--- config.mk ---
export PLATFORM = sky130hd
export DESIGN_NAME = usec_timebase
export DESIGN_NICKNAME = d
export VERILOG_FILES = /design/src/rtl/utb_pkg.sv /design/src/rtl/utb_regs.sv /design/src/rtl/utb_frac.sv /design/src/rtl/utb_count.sv /design/src/rtl/usec_timebase.sv
export SDC_FILE = /design/constraint.sdc
export NUM_CORES = 1
export LEC_CHECK = 0
export ABC_CLOCK_PERIOD_IN_PS = 5300
export BUFFER_PORTS_ARGS = -buffer_cell sky130_fd_sc_hd__buf_2
export CAP_MARGIN = 40
export CORE_MARGIN = 8
export CORE_UTILIZATION = 25
export CTS_CLUSTER_SIZE = 8
export DETAILED_ROUTE_END_ITERATION = 8
export PLACE_DENSITY = 0.43
export SKIP_CTS_REPAIR_TIMING = 1
export SYNTH_ARGS = -nofsm -noshare
export SYNTH_HDL_FRONTEND = slang
export SYNTH_HIERARCHICAL = 1
export SYNTH_SLANG_ARGS = --single-unit
--- constraint.sdc ---
create_clock -name clk_i -period 5.3 [get_ports clk_i]
set_input_delay 0.795 -clock clk_i [delete_from_list [all_inputs] [get_ports clk_i]]
set_output_delay 0.795 -clock clk_i [all_outputs]
set_load 0.01 [all_outputs]
--- src/rtl/utb_pkg.sv ---
`timescale 1ns/1ps
package utb_pkg;
  localparam int unsigned OFS_CNT = 32'h00;
  localparam int unsigned OFS_CFG = 32'h04;

  typedef enum logic [1:0] {
    SEL_NONE = 2'd0,
    SEL_CNT  = 2'd1,
    SEL_CFG  = 2'd2
  } reg_sel_e;
endpackage

--- src/rtl/utb_regs.sv ---
`timescale 1ns/1ps
module utb_regs
  import utb_pkg::*;
#(
  parameter int ADDR_W  = 8,
  parameter int DATA_W  = 32,
  parameter int CNT_W   = 32,
  parameter int FIELD_W = 8
) (
  input  logic               clk_i,
  input  logic               rst_ni,
  input  logic               req_i,
  input  logic               we_i,
  input  logic [ADDR_W-1:0]  addr_i,
  input  logic [DATA_W-1:0]  wdata_i,
  input  logic [CNT_W-1:0]   cnt_i,
  output logic [FIELD_W:0]   num_o,
  output logic [FIELD_W:0]   den_o,
  output logic               cfg_wr_o,
  output logic [DATA_W-1:0]  rdata_o
);
  localparam int CFG_W = 2 * FIELD_W;
  localparam int ACC_W = FIELD_W + 1;

  reg_sel_e          sel;
  logic [CFG_W-1:0]  cfg_q;
  logic [DATA_W-1:0] cnt_ext;
  logic [DATA_W-1:0] cfg_ext;

  always_comb begin
    if (addr_i == ADDR_W'(OFS_CNT))      sel = SEL_CNT;
    else if (addr_i == ADDR_W'(OFS_CFG)) sel = SEL_CFG;
    else                                 sel = SEL_NONE;
  end

  assign cfg_wr_o = req_i && we_i && (sel == SEL_CFG);

  always_ff @(posedge clk_i or negedge rst_ni) begin
    if (!rst_ni)       cfg_q <= '0;
    else if (cfg_wr_o) cfg_q <= wdata_i[CFG_W-1:0];
  end

  // stored minus one
  assign den_o = ACC_W'(cfg_q[FIELD_W-1:0]) + ACC_W'(1);
  assign num_o = ACC_W'(cfg_q[CFG_W-1:FIELD_W]) + ACC_W'(1);

  generate
    if (CNT_W < DATA_W) begin : g_cnt_pad
      assign cnt_ext = {{(DATA_W-CNT_W){1'b0}}, cnt_i};
    end else begin : g_cnt_full
      assign cnt_ext = cnt_i[DATA_W-1:0];
    end
    if (CFG_W < DATA_W) begin : g_cfg_pad
      assign cfg_ext = {{(DATA_W-CFG_W){1'b0}}, cfg_q};
    end else begin : g_cfg_full
      assign cfg_ext = cfg_q[DATA_W-1:0];
    end
  endgenerate

  always_comb begin
    rdata_o = '0;
    if (req_i && !we_i) begin
      unique case (sel)
        SEL_CNT: rdata_o = cnt_ext;
        SEL_CFG: rdata_o = cfg_ext;
        default: rdata_o = '0;
      endcase
    end
  end
endmodule

--- src/rtl/utb_frac.sv ---
`timescale 1ns/1ps
module utb_frac #(
  parameter int FIELD_W = 8
) (
  input  logic             clk_i,
  input  logic             rst_ni,
  input  logic             clr_i,
  input  logic [FIELD_W:0] num_i,
  input  logic [FIELD_W:0] den_i,
  output logic             tick_o,
  output logic [FIELD_W:0] acc_o
);
  localparam int ACC_W = FIELD_W + 1;
  localparam int SUM_W = FIELD_W + 2;

  logic [ACC_W-1:0] acc_q, acc_d;
  logic [SUM_W-1:0] sum, rem;
  logic             over, hit;

  always_comb begin
    sum  = SUM_W'(acc_q) + SUM_W'(num_i);
    rem  = sum - SUM_W'(den_i);
    over = num_i > den_i;
    hit  = sum >= SUM_W'(den_i);
    tick_o = !clr_i && (over || hit);
    if (clr_i || over) acc_d = '0;
    else if (hit)      acc_d = rem[ACC_W-1:0];
    else               acc_d = sum[ACC_W-1:0];
  end

  always_ff @(posedge clk_i or negedge rst_ni) begin
    if (!rst_ni) acc_q <= '0;
    else         acc_q <= acc_d;
  end

  assign acc_o = acc_q;
endmodule

--- src/rtl/utb_count.sv ---
`timescale 1ns/1ps
module utb_count #(
  parameter int CNT_W = 32
) (
  input  logic             clk_i,
  input  logic             rst_ni,
  input  logic             tick_i,
  input  logic [CNT_W-1:0] deadline_i,
  output logic [CNT_W-1:0] cnt_o,
  output logic             due_o
);
  logic [CNT_W-1:0] cnt_q;
  logic [CNT_W-1:0] gap;

  always_ff @(posedge clk_i or negedge rst_ni) begin
    if (!rst_ni)     cnt_q <= '0;
    else if (tick_i) cnt_q <= cnt_q + CNT_W'(1);
  end

  // modular difference, sign bit decides
  assign gap   = cnt_q - deadline_i;
  assign due_o = !gap[CNT_W-1];
  assign cnt_o = cnt_q;
endmodule

--- src/rtl/usec_timebase.sv ---
`timescale 1ns/1ps
module usec_timebase #(
  parameter int ADDR_W  = 8,
  parameter int DATA_W  = 32,
  parameter int CNT_W   = 32,
  parameter int FIELD_W = 8
) (
  input  logic              clk_i,
  input  logic              rst_ni,
  input  logic              req_i,
  input  logic              we_i,
  input  logic [ADDR_W-1:0] addr_i,
  input  logic [DATA_W-1:0] wdata_i,
  output logic [DATA_W-1:0] rdata_o,
  input  logic [CNT_W-1:0]  deadline_i,
  output logic              due_o
);
  logic [CNT_W-1:0] cnt_w;
  logic [FIELD_W:0] num_w, den_w, acc_w;
  logic             cfg_wr_w, tick_w;

  utb_regs #(
    .ADDR_W(ADDR_W), .DATA_W(DATA_W), .CNT_W(CNT_W), .FIELD_W(FIELD_W)
  ) u_regs (
    .clk_i(clk_i), .rst_ni(rst_ni), .req_i(req_i), .we_i(we_i),
    .addr_i(addr_i), .wdata_i(wdata_i), .cnt_i(cnt_w),
    .num_o(num_w), .den_o(den_w), .cfg_wr_o(cfg_wr_w), .rdata_o(rdata_o)
  );

  utb_frac #(.FIELD_W(FIELD_W)) u_frac (
    .clk_i(clk_i), .rst_ni(rst_ni), .clr_i(cfg_wr_w),
    .num_i(num_w), .den_i(den_w), .tick_o(tick_w), .acc_o(acc_w)
  );

  utb_count #(.CNT_W(CNT_W)) u_count (
    .clk_i(clk_i), .rst_ni(rst_ni), .tick_i(tick_w),
    .deadline_i(deadline_i), .cnt_o(cnt_w), .due_o(due_o)
  );
endmodule

==> flow_summary.json, run 1 <==
{
  "peakVddDrop_mv": 0.156,
  "cts_buffers": 9,
  "endpoint_kind": "flop",
  "ys_ff_latch": 57,
  "tightestPinTransition_ns": 0.760,
  "dpl-instance-area_um2": 5610,
  "pwr-share-seq_pct": 27.7,
  "p_switching_uw": 823,
  "grt_pass1_wl_um": 22000,
  "rsz0062_at_grt": "false",
  "track_usage_pct": 11.4,
  "final-instance-count-excl-fill": 896,
  "critical_path_class": "flop to flop",
  "cts_tree": "yes",
  "grt_max_degree": 58,
  "grt_overflow": 0,
  "nNetsFinal": 764,
  "slew_headroom_pct": 49.4,
  "synth_ff_type": "dfrtp_1",
  "cp_slowest_cell": "or4_4",
  "report.final.slew_viol_count": 0,
  "postRouteAntennaNets": 0,
  "fin_util_pct": 30.7,
  "clock_skew_ns": 0.00565,
  "drv_cap": 0,
  "routedWlPerCell_um": 14.9,
  "synth_cell_type_count": 60,
  "combPwrFrac_pct": 46.8,
  "clkLatencyLatePin_ns": 0.33,
  "layout-drive-gt1-share_pct": 24.9,
  "cts.clk_slew.worst_paths_ns": 0.05,
  "syn_to_final_growth_pct": 21.6,
  "outcome": "complete, no violations",
  "netlist_instances": 528,
  "switching_share_pct": 39.1,
  "drt-initial-drc-count": 138,
  "htree_levels": 3,
  "holdCritPathClass": "flop to flop",
  "fin_tns_setup_ns": 0,
  "syn_nets": 666,
  "clkPwrFrac_pct": 25.5,
  "gp_congestion": 0.798,
  "coreArea_um2": 19300,
  "ys_warn_count": 6,
  "cp.arrival_ns": 5.19,
  "leakagePower_nw": 2.96,
  "root_buffer": "clkbuf_16",
  "vias": 3922,
  "die_area_um2": 24200,
  "fin_crit_sh_pct": 93.3,
  "worst_path_largest_cell_delay_ns": 0.51,
  "antenna_cells": 0,
  "clock_path_buffers": 2,
  "hold_viol": 0,
  "crit_chain": "ha_1, nand3_1, xnor2_2, ha_1, nand3_1, a21oi_2, or4_4, a21oi_1, nor2_1, ha_1, nand3_1, nor3_1, a2111oi_0, and3_1, a21oi_1, buf_4, nand3_1, or2_1, nor2_4, nand2_2, nor2_2, xor2_1",
  "clock-sinks": 57,
  "start_kind": "flop",
  "path_max_fanout": 6,
  "path_buf_inv": 1,
  "viasPerCell": 4.38,
  "cp_common_cell": "nand3_1",
  "setup_viol_count_final": 0,
  "hold_ws_ns": 0.524,
  "post-place-cells": 880,
  "avgSynthCellArea_um2": 9.20,
  "crit_required_ns": 5.55,
  "power_density_nw_per_um2": 356,
  "async_flop_share_pct": 100,
  "dp_hpwl_um": 10900,
  "core.rowCount": 51,
  "die_h_um": 155,
  "first_pass_iters": 4,
  "die_w_um": 155,
  "intPower_mw": 1.28,
  "fmax_ghz": 0.202,
  "grt_antenna_before_repair": 0,
  "wl_um": 13300,
  "timing.final.crit_period_ns": 4.94,
  "grt_pass1_vias": 4168,
  "drcViolationCount": 0,
  "num_io_pins": 109,
  "synth-edff-count": 0,
  "ys_seq_area_share_pct": 29.4,
  "portBuffers": 92,
  "initial_core_util_pct": 25.2,
  "cpLargestDelayFamily": "simple AND/OR/NAND/NOR gates",
  "design_area_um2": 5910,
  "syn_area_um2": 4860
}
[synth_stat cells, types with 5 or more instances]
master	count	area, um2
mux2i_1	20	200
o21ai_0	12	60.1
xnor2_1	39	342
mux2_2	8	90.1
nand2_1	44	165
inv_1	49	184
a211oi_1	9	67.6
and4_1	5	43.8
ha_1	60	751
xor2_1	16	140
nor3_1	6	30.0
and2_1	16	100
nand4_1	14	87.6
and3_1	5	31.3
nor2_1	46	173
a21oi_1	25	125
dfrtp_1	57	1430
mux2_4	9	135
nand3_1	23	115
[power groups by stage]
stage,clock (mW),combinational (mW),sequential (mW)
2_1_floorplan,0,0.769,0.562
3_3_place_gp,0,0.973,0.588
3_5_place_dp,0,0.981,0.589
4_1_cts,0.555,0.985,0.583
5_1_grt,0.574,1.11,0.591
6_report,0.535,0.985,0.582
[state kept, by name, indices dropped and copies added, names as in the netlist]
register,flops
u_count/cnt_o,32
u_frac/acc_o,9
u_regs/cfg_q,16
[cells in the final DEF, fill, tap and decap left out, types with 12 or more instances in the layout]
cell type | netlist | final
a21oi_1 | 25 | 25
and2_1 | 16 | 16
buf_2 | 3 | 92
dfrtp_1 | 57 | 57
ha_1 | 60 | 60
inv_1 | 49 | 49
mux2i_1 | 20 | 20
nand2_1 | 44 | 44
nand3_1 | 23 | 23
nand4_1 | 14 | 14
nor2_1 | 46 | 46
o21ai_0 | 12 | 12
xnor2_1 | 39 | 38
xor2_1 | 16 | 16
[cell type report]
class                      count  area, um2
clock buffer                  10        239
clock inverter                 6       43.8
fill                        2064      13400
inverter                      50        188
multi-input combinational    412       3190
sequential                    57       1430
tap                          265        332
timing repair buffer          96        490
[metrics by stage]
stage                     setup slack [ns]  power, mW
after floorplan                       1.03       1.33
after global placement               0.444       1.56
after detailed placement             0.351       1.57
after CTS                            0.322       2.12
after global routing                0.0185       2.28
final                                0.357       2.10
[path summary, 6_finish.rpt]
check	start	endpoint	slack, ns	cells past startpoint
setup / recovery	u_regs/cfg_q[8]$_DFFE_PN0P_	u_count/cnt_o[28]$_DFFE_PN0P_	0.36	22
max in group asynchronous	rst_ni	u_regs/cfg_q[12]$_DFFE_PN0P_	4.18	2
setup reg to reg	u_regs/cfg_q[8]$_DFFE_PN0P_	u_count/cnt_o[28]$_DFFE_PN0P_	0.36	22
hold / removal	u_count/cnt_o[31]$_DFFE_PN0P_	u_count/cnt_o[31]$_DFFE_PN0P_	0.52	1
min in group asynchronous	rst_ni	u_count/cnt_o[5]$_DFFE_PN0P_	0.63	2
hold reg to reg	u_count/cnt_o[31]$_DFFE_PN0P_	u_count/cnt_o[31]$_DFFE_PN0P_	0.52	1
[worst register-to-register path, stage by stage (launching register included)]
cell,delay [ns]
dfrtp_1,0.43
ha_1,0.22
nand3_1,0.18
xnor2_2,0.21
ha_1,0.38
nand3_1,0.11
a21oi_2,0.05
or4_4,0.51
a21oi_1,0.19
nor2_1,0.07
ha_1,0.33
nand3_1,0.11
nor3_1,0.26
a2111oi_0,0.14
and3_1,0.24
a21oi_1,0.21
buf_4,0.20
nand3_1,0.08
or2_1,0.34
nor2_4,0.20
nand2_2,0.13
nor2_2,0.12
xor2_1,0.15
[routing by layer]
| layer | track usage (%) | routed length (um) | vias to the layer above | part of all wire [%] |
|---|---|---|---|---|
| met3 | 2.44 | 490 | 8 | 3.7 |
| li1 | - | - | 2027 | - |
| met2 | 18.1 | 5980 | 63 | 45 |
| met5 | 0 | 0 | - | 0 |
| met1 | 15.4 | 6730 | 1824 | 51 |
| met4 | 2.77 | 115 | 0 | 0.86 |
[kinds of logic after synthesis]
group,share of synthesized area [%]
xor+xnor,9.91
compound gates,8.32
fa+ha+maj,16.3
mux,8.76
flops,29.4
simple gates,22.1
buf+inv,5.28
No activity file was read; power rests on OpenSTA's default activity.
==> run 2: changes to the inputs <==
CELL_PAD_IN_SITES_DETAIL_PLACEMENT = 0   (was default)
CELL_PAD_IN_SITES_GLOBAL_PLACEMENT = 1   (was default)
PLACE_DENSITY = 0.53   (was 0.43)
==> flow_summary.json, run 2 (synthesis gave the netlist of run 1 again) <==
{
  "outcome": "complete, no violations",
  "die_w_um": 155,
  "dp_hpwl_um": 11300,
  "slew_headroom_pct": 51.1,
  "leakagePower_nw": 2.98,
  "largest_reg_flops": 32,
  "syn_to_final_growth_pct": 22.1,
  "timing.final.crit_period_ns": 4.84,
  "cts_buffers": 9,
  "track_usage_pct": 11.8,
  "power_density_nw_per_um2": 369,
  "fin_total_pwr_mw": 2.19,
  "viasPerCell": 4.44,
  "critical_path_class": "flop to flop",
  "final_cell_mix": "92 x buf_2, 60 x ha_1, 57 x dfrtp_1",
  "die_area_um2": 24200,
  "first_pass_iters": 4,
  "postRouteAntennaNets": 0,
  "grt_overflow": 0,
  "clock_path_buffers": 2,
  "routedWlPerCell_um": 15.2,
  "drv_cap": 0,
  "clock_skew_ns": 0.00650,
  "coreArea_um2": 19300,
  "fin_tns_setup_ns": 0,
  "grt_max_degree": 58,
  "peakVddDrop_mv": 0.158,
  "drt-initial-drc-count": 181,
  "place_ws_ns": 0.197,
  "drcViolationCount": 0,
  "initial_core_util_pct": 25.2,
  "multi_input_area_um2": 3200,
  "layout-drive-gt1-share_pct": 24.8,
  "nNetsFinal": 763,
  "grt_pass1_wl_um": 22400,
  "cts_tree": "yes",
  "vias": 3966,
  "htree_levels": 3,
  "worst_path_largest_cell_delay_ns": 0.43,
  "gp_congestion": 0.835,
  "cp_common_cell": "ha_1",
  "layout_commonest_cell": "buf_2",
  "wl_um": 13500,
  "clock-sinks": 57,
  "die_h_um": 155,
  "timing.final.ws_setup_ns": 0.461,
  "cpLargestDelayFamily": "simple AND/OR/NAND/NOR gates",
  "core.rowCount": 51,
  "root_buffer": "clkbuf_16",
  "cts.clk_slew.worst_paths_ns": 0.05,
  "fmax_ghz": 0.207,
  "rsz0062_at_grt": "false",
  "cp_slowest_cell": "dfrtp_1",
  "antenna_cells": 0,
  "path_max_fanout": 6,
  "holdCritPathClass": "flop to flop",
  "grt_antenna_before_repair": 0,
  "path_buf_inv": 0,
  "crit_chain": "ha_1, nand3_1, nor2_1, xor2_2, ha_1, a21oi_1, nand2_1, o21ai_0, xnor2_1, ha_1, nand4_1, a211oi_2, o31ai_1, and3_1, a21oi_2, nand3_1, or2_1, nor2_4, nand2_2, nor2_2, xor2_1",
  "hold_viol": 0,
  "crit_required_ns": 5.55,
  "num-fill-cells": 2088,
  "clkLatencyLatePin_ns": 0.33,
  "tightestPinTransition_ns": 0.733,
  "num_io_pins": 109,
  "endpoint_kind": "flop",
  "start_kind": "flop",
  "fin_crit_sh_pct": 91.3,
  "hold_ws_ns": 0.522,
  "seq_area_um2": 1430,
  "cp.arrival_ns": 5.09,
  "grt_pass1_vias": 4270,
  "portBuffers": 92,
  "setup_viol_count_final": 0,
  "report.final.slew_viol_count": 0
}
run 2: final cells by class:
type | count | share of cell area, %
Tap cell | 265 | 5.59
Inverter | 50 | 3.16
Clock buffer | 10 | 3.86
Multi-Input combinational cell | 412 | 54.0
Sequential cell | 57 | 24.0
Clock inverter | 4 | 1.18
Timing Repair Buffer | 95 | 8.14
run 2: path summary, 6_finish.rpt:
kind	start	endpoint	slack, ns	cells past startpoint
worst max register to register	u_regs/cfg_q[8]$_DFFE_PN0P_	u_count/cnt_o[30]$_DFFE_PN0P_	0.46	21
max in group asynchronous	rst_ni	u_frac/acc_o[5]$_DFF_PN0_	4.20	2
worst min-delay path	u_count/cnt_o[20]$_DFFE_PN0P_	u_count/cnt_o[20]$_DFFE_PN0P_	0.52	1
worst max-delay path	u_regs/cfg_q[8]$_DFFE_PN0P_	u_count/cnt_o[30]$_DFFE_PN0P_	0.46	21
min in group asynchronous	rst_ni	u_count/cnt_o[5]$_DFFE_PN0P_	0.62	2
worst min register to register	u_count/cnt_o[20]$_DFFE_PN0P_	u_count/cnt_o[20]$_DFFE_PN0P_	0.52	1
run 2: report_power, final:
group / switching, mW / leakage [nW] / internal [mW]
clock: 0.189 / 0.148 / 0.403
sequential: 0.0706 / 0.763 / 0.510
combinational: 0.576 / 2.07 / 0.443
total: 0.836 / 2.98 / 1.36
run 2: through the flow:
step	util (%)	std cells	area, um2
2_1_floorplan	-	528	4860
3_3_place_gp	29.1	879	5600
3_5_place_dp	29.1	879	5600
4_1_cts	30.6	893	5900
5_1_grt	30.8	893	5930
6_report	30.8	893	5930
run 2: worst register-to-register path, cell delays in order (launching register included):
cell and delay, ns:
dfrtp_1 0.43, ha_1 0.21, nand3_1 0.17, nor2_1 0.22, xor2_2 0.23, ha_1 0.32
a21oi_1 0.18, nand2_1 0.08, o21ai_0 0.20, xnor2_1 0.15, ha_1 0.35, nand4_1 0.18
a211oi_2 0.25, o31ai_1 0.16, and3_1 0.25, a21oi_2 0.30, nand3_1 0.12, or2_1 0.35
nor2_4 0.21, nand2_2 0.13, nor2_2 0.13, xor2_1 0.15
run 2: metal layers:
layer | GRT usage, % | wire length [um] | vias up
met1 | 15.7 | 6690 | 1858
met5 | 0 | 0 | -
met3 | 2.66 | 529 | 15
li1 | - | - | 2025
met2 | 18.4 | 6130 | 68
met4 | 4.53 | 193 | 0
